===== config.mk =====
export PLATFORM = sky130hd
export DESIGN_NAME = sertx_dbuf
export DESIGN_NICKNAME = d
export VERILOG_FILES = /design/src/rtl/sertx_dbuf.sv
export SDC_FILE = /design/constraint.sdc
export NUM_CORES = 1
export LEC_CHECK = 0
export BUFFER_PORTS_ARGS = -buffer_cell sky130_fd_sc_hd__buf_2
export CAP_MARGIN = 40
export CORE_MARGIN = 5
export CORE_UTILIZATION = 55
export DETAILED_ROUTE_END_ITERATION = 10
export GPL_TIMING_DRIVEN = 1
export PLACE_DENSITY = 0.78
export SETUP_SLACK_MARGIN = 0.05
export SYNTH_ARGS = -nofsm -noshare
export SYNTH_HDL_FRONTEND = slang
export SYNTH_SLANG_ARGS = --single-unit

===== constraint.sdc =====
create_clock -name clk -period 2.2 [get_ports clk]
set_clock_uncertainty 0.15 [all_clocks]
set_input_delay 0.44 -clock clk [delete_from_list [all_inputs] [get_ports clk]]
set_output_delay 0.44 -clock clk [all_outputs]
set_load 0.05 [all_outputs]

===== src/rtl/sertx_dbuf.sv =====
module sertx_dbuf #(
  parameter int DATA_W   = 8,
  parameter int DIV_W    = 8,
  parameter int FAST_OVS = 16,
  parameter int SLOW_OVS = 64
) (
  input  logic             clk,
  input  logic             rst_n,
  input  logic             port_en,
  input  logic             tx_en,
  input  logic             mode9,
  input  logic             fast,
  input  logic [DIV_W-1:0] divisor,
  input  logic             wr_stb,
  input  logic [DATA_W-1:0] wr_data,
  input  logic             wr_bit9,
  input  logic             irq_en,
  output logic             txd,
  output logic             hold_flag,
  output logic             irq,
  output logic             shift_empty
);
  localparam int FRAME_W = DATA_W + 3;
  localparam int OVS_W   = $clog2(SLOW_OVS > FAST_OVS ? SLOW_OVS : FAST_OVS);
  localparam int CNT_W   = $clog2(FRAME_W + 1);
  localparam logic [OVS_W-1:0] FAST_LAST = OVS_W'(FAST_OVS - 1);
  localparam logic [OVS_W-1:0] SLOW_LAST = OVS_W'(SLOW_OVS - 1);

  logic [DIV_W-1:0]   baud_cnt;
  logic [OVS_W-1:0]   ovs_cnt;
  logic               hold_full;
  logic [DATA_W:0]    hold_q;
  logic               busy;
  logic [FRAME_W-1:0] sh_q;
  logic [CNT_W-1:0]   bits_left;

  wire tick    = (baud_cnt == '0);
  wire [OVS_W-1:0] ovs_last = fast ? FAST_LAST : SLOW_LAST;
  wire bit_end = busy && tick && (ovs_cnt == ovs_last);
  wire load    = port_en && tx_en && hold_full && !busy;

  always_ff @(posedge clk) begin
    if (!rst_n)            baud_cnt <= '0;
    else if (load || tick) baud_cnt <= divisor;
    else                   baud_cnt <= baud_cnt - 1'b1;
  end

  always_ff @(posedge clk) begin
    if (!rst_n || load)    ovs_cnt <= '0;
    else if (busy && tick) ovs_cnt <= (ovs_cnt == ovs_last) ? '0 : ovs_cnt + 1'b1;
  end

  always_ff @(posedge clk) begin
    if (!rst_n || !tx_en) begin
      hold_full <= 1'b0;
      hold_q    <= '0;
    end else if (wr_stb) begin
      hold_full <= 1'b1;
      hold_q    <= {wr_bit9, wr_data};
    end else if (load) begin
      hold_full <= 1'b0;
    end
  end

  always_ff @(posedge clk) begin
    if (!rst_n) begin
      busy      <= 1'b0;
      sh_q      <= '1;
      bits_left <= '0;
    end else if (!port_en) begin
      busy      <= 1'b0;
    end else if (load) begin
      busy      <= 1'b1;
      sh_q      <= {1'b1, mode9 ? hold_q[DATA_W] : 1'b1, hold_q[DATA_W-1:0], 1'b0};
      bits_left <= mode9 ? CNT_W'(FRAME_W) : CNT_W'(FRAME_W - 1);
    end else if (bit_end) begin
      sh_q      <= {1'b1, sh_q[FRAME_W-1:1]};
      bits_left <= bits_left - 1'b1;
      if (bits_left == CNT_W'(1)) busy <= 1'b0;
    end
  end

  assign txd         = !port_en || !busy || sh_q[0];
  assign hold_flag   = tx_en && !hold_full;
  assign irq         = hold_flag && irq_en;
  assign shift_empty = !busy;

  p_start_low_r1: assert property (@(posedge clk) disable iff (!rst_n)
    load |=> (!txd || !port_en));
  p_tick_period_r3: assert property (@(posedge clk) disable iff (!rst_n)
    (tick && divisor != '0 && !load) |=> !tick);
  p_bit_steady_r3: assert property (@(posedge clk) disable iff (!rst_n)
    (busy && !bit_end && port_en) |=> ($stable(txd) || !port_en));
  p_no_early_reload_r4: assert property (@(posedge clk) disable iff (!rst_n)
    (busy && bits_left > CNT_W'(1) && port_en) |=> (busy || !port_en));
  p_flag_clear_r6: assert property (@(posedge clk) disable iff (!rst_n)
    (wr_stb && tx_en) |=> !hold_flag);
  p_enable_sets_flag_r7: assert property (@(posedge clk) disable iff (!rst_n)
    ($rose(tx_en) && !wr_stb) |-> hold_flag);
  p_disabled_idle_r10: assert property (@(posedge clk) disable iff (!rst_n)
    !port_en |=> shift_empty);
endmodule


==> flow_metrics.py <==
metrics = {
    "worst_setup_path": {
        "crit_chain": "inv_1 -> ha_1 -> nor3b_4 -> o211ai_1 -> or4_1 -> a31oi_1",
        "crit_arrival_ps": 2090,
        "cp.required_ps": 2350,
        "critical_path.top_delay_family": "simple AND/OR/NAND/NOR gates",
        "endpoint_kind": "flop",
        "path_class": "reg -> reg",
        "path_max_fanout": 7,
        "critPathLaunchType": "flop",
        "slowest_delay_ps": 550,
        "crit_buf_inv": 1,
        "slowest_stage": "or4_1",
    },
    "yosys": {
        "ys_warn_count": 0,
        "avgSynthCellArea_um2": 8.741,
        "async_flop_share_pct": 0,
        "netlist_instances": 215,
        "ys_ff_latch": 39,
        "synth_fp_nets": 245,
        "ys_types": 42,
        "yosysSeqAreaShare_pct": 41.54,
        "synth_edf_count": 0,
        "synth_area_um2": 1879,
        "ys.flop_type": "dfxtp_1",
    },
    "drt": {
        "routedWlPerCell_um": 12.81,
        "via_count": 1643,
        "detail-route-antenna-nets": 0,
        "drt_wl_total_um": 3793,
        "first_pass_iters": 4,
        "viasPerCell": 5.551,
        "drt-initial-drc-count": 88,
        "drc": 0,
    },
    "placement": {
        "numPortBuffers": 28,
        "dp_hpwl_um": 2764,
        "gp_congestion": 0.8134,
        "placedCellCount": 288,
        "dpl_cell_area_um2": 2108,
        "pre_cts_ws_ps": 241.9,
    },
    "global_route": {
        "grt_pass1_wl_um": 6693,
        "grt-ovfl-total": 0,
        "grt_pass1_vias": 1541,
        "grt_usage_pct": 18.81,
        "grt_max_degree": 15,
        "antenna_found_initial": 0,
    },
    "cells_and_area": {
        "fin_area_um2": 2158,
        "layout_common_cells": "dfxtp_1 (39), nor2_1 (28), buf_2 (28), nor3_1 (22), a21oi_1 (14)",
        "syn2layout_area_growth_pct": 14.85,
        "utilization_pct": 65.19,
        "insertedDiodeCount": 0,
        "final_nets": 279,
        "final_cell_count_no_fill": 296,
        "final_common_cell": "dfxtp_1",
        "nFillCells": 317,
        "drive_gt1_share_pct": 20.00,
    },
    "timing": {
        "whs_ps": 155.6,
        "hold_viol_final": 0,
        "worst_pin_slew_ps": 480.5,
        "period_needed_ps": 1945,
        "setup_violations": 0,
        "relSlewSlack_pct": 67.83,
        "rsz0062_at_grt": "no",
        "setup_slack_ps": 254.7,
        "post-route-period-util_pct": 88.42,
        "fin_tns_setup_ps": 0,
        "drv_slew": 0,
        "clock.fmax_mhz": 514.1,
    },
    "clock_tree": {
        "clockBufferDepth": 2,
        "ctsResizeCount": 0,
        "clkLatencyLatePin_ps": 350,
        "cts.clk_slew.worst_paths_ps": 110,
        "post-cts-setup-buffers": 0,
        "clock-root-buffer": "clkbuf_4",
        "htreeDepth": 2,
        "cts_tree": "built",
        "clock_sinks": 39,
        "holdBufCountCts": 0,
        "cts_buffers": 5,
    },
    "power": {
        "p_int_mw": 1.157,
        "comb_power_share_pct": 29.8,
        "p_per_area_nw_per_um2": 802.7,
        "clock_power_share_pct": 20.3,
        "switching_share_pct": 33.19,
        "vdd_drop_max_mv": 0.4086,
        "power_mw": 1.732,
        "switchingPower_mw": 0.5751,
        "p_seq_share_pct": 49.9,
        "p_leak_nw": 0.8802,
    },
    "outcome": {
        "outcome": "finished, final reports clean",
    },
    "floorplanning": {
        "start_util_pct": 56.76,
        "dieArea_um2": 4686,
        "coreArea_um2": 3311,
        "boundaryPins": 29,
        "die_y_um": 68.46,
        "rows": 21,
        "die-width_um": 68.46,
    },
    "hold_path": {
        "hold_path_class": "in -> reg",
    },
    "run": {
        "maxCapViolations": 0,
    },
}
cell families after synthesis:
group	Yosys count	share of synthesized area [%]
flip-flops	39	41.54
XOR/XNOR	8	3.729
AND/OR/NAND/NOR	92	27.10
multiplexers	12	6.392
adder cells (fa/ha/maj)	5	3.329
AO/OA/AOI/OAI	40	13.85
buffers and inverters	19	4.061
cell type report:
class / count / area, µm² / area share [%]
multi-input combinational: 157 / 1025 / 47.48
sequential: 39 / 780.7 / 36.17
timing repair buffer: 38 / 215.2 / 9.971
tap: 46 / 57.56 / 2.667
clock buffer: 7 / 45.04 / 2.087
inverter: 8 / 30.03 / 1.391
clock inverter: 1 / 5.005 / 0.2319
flip-flops by register name (all words and copies together), names as in the netlist:
signal / flops
sh_q: 10
hold_q: 9
baud_cnt: 8
ovs_cnt: 6
bits_left: 4
busy: 1
hold_full: 1
cell usage after synthesis, types with 6 or more instances:
master | n | area, µm²
a211oi_1 | 7 | 52.55
a21oi_1 | 14 | 70.07
clkbuf_1 | 9 | 33.78
dfxtp_1 | 39 | 780.8
inv_1 | 7 | 26.28
mux2i_1 | 12 | 120.1
nand2_1 | 8 | 30.03
nand3_1 | 6 | 30.03
nor2_1 | 28 | 105.1
nor3_1 | 22 | 110.1
or3_1 | 7 | 43.79
power by group through the flow:
stage / registers (mW) / clock network [mW] / logic, mW
detailed placement: 0.880 / 0 / 0.519
floorplan: 0.864 / 0 / 0.386
global placement: 0.879 / 0 / 0.512
global route: 0.876 / 0.401 / 0.578
CTS: 0.865 / 0.369 / 0.520
finish: 0.864 / 0.352 / 0.516
routing by layer:
metal	GRT usage [%]	routed length, µm
met1	23.42	1695
met2	30.63	1819
met3	3.941	190
met4	8.933	88
met5	0	0
final timing paths:
path	startpoint	endpoint	slack, ps	cells past startpoint
setup reg to reg	baud_cnt[0]	bits_left[3]	250	6
hold / removal	divisor[1]	baud_cnt[1]	160	3
hold reg to reg	hold_q[2]	hold_q[2]	360	2
setup / recovery	baud_cnt[0]	bits_left[3]	250	6
worst reg2reg max path: cells and delay by family, from the launching register on:
family	cells	cell delay [ps]
AND/OR/NAND/NOR	2	760
adder cells (fa/ha/maj)	1	150
AO/OA/AOI/OAI	2	390
buffers and inverters	1	90
flip-flops	1	330
No activity file was read; power rests on OpenSTA's default activity.
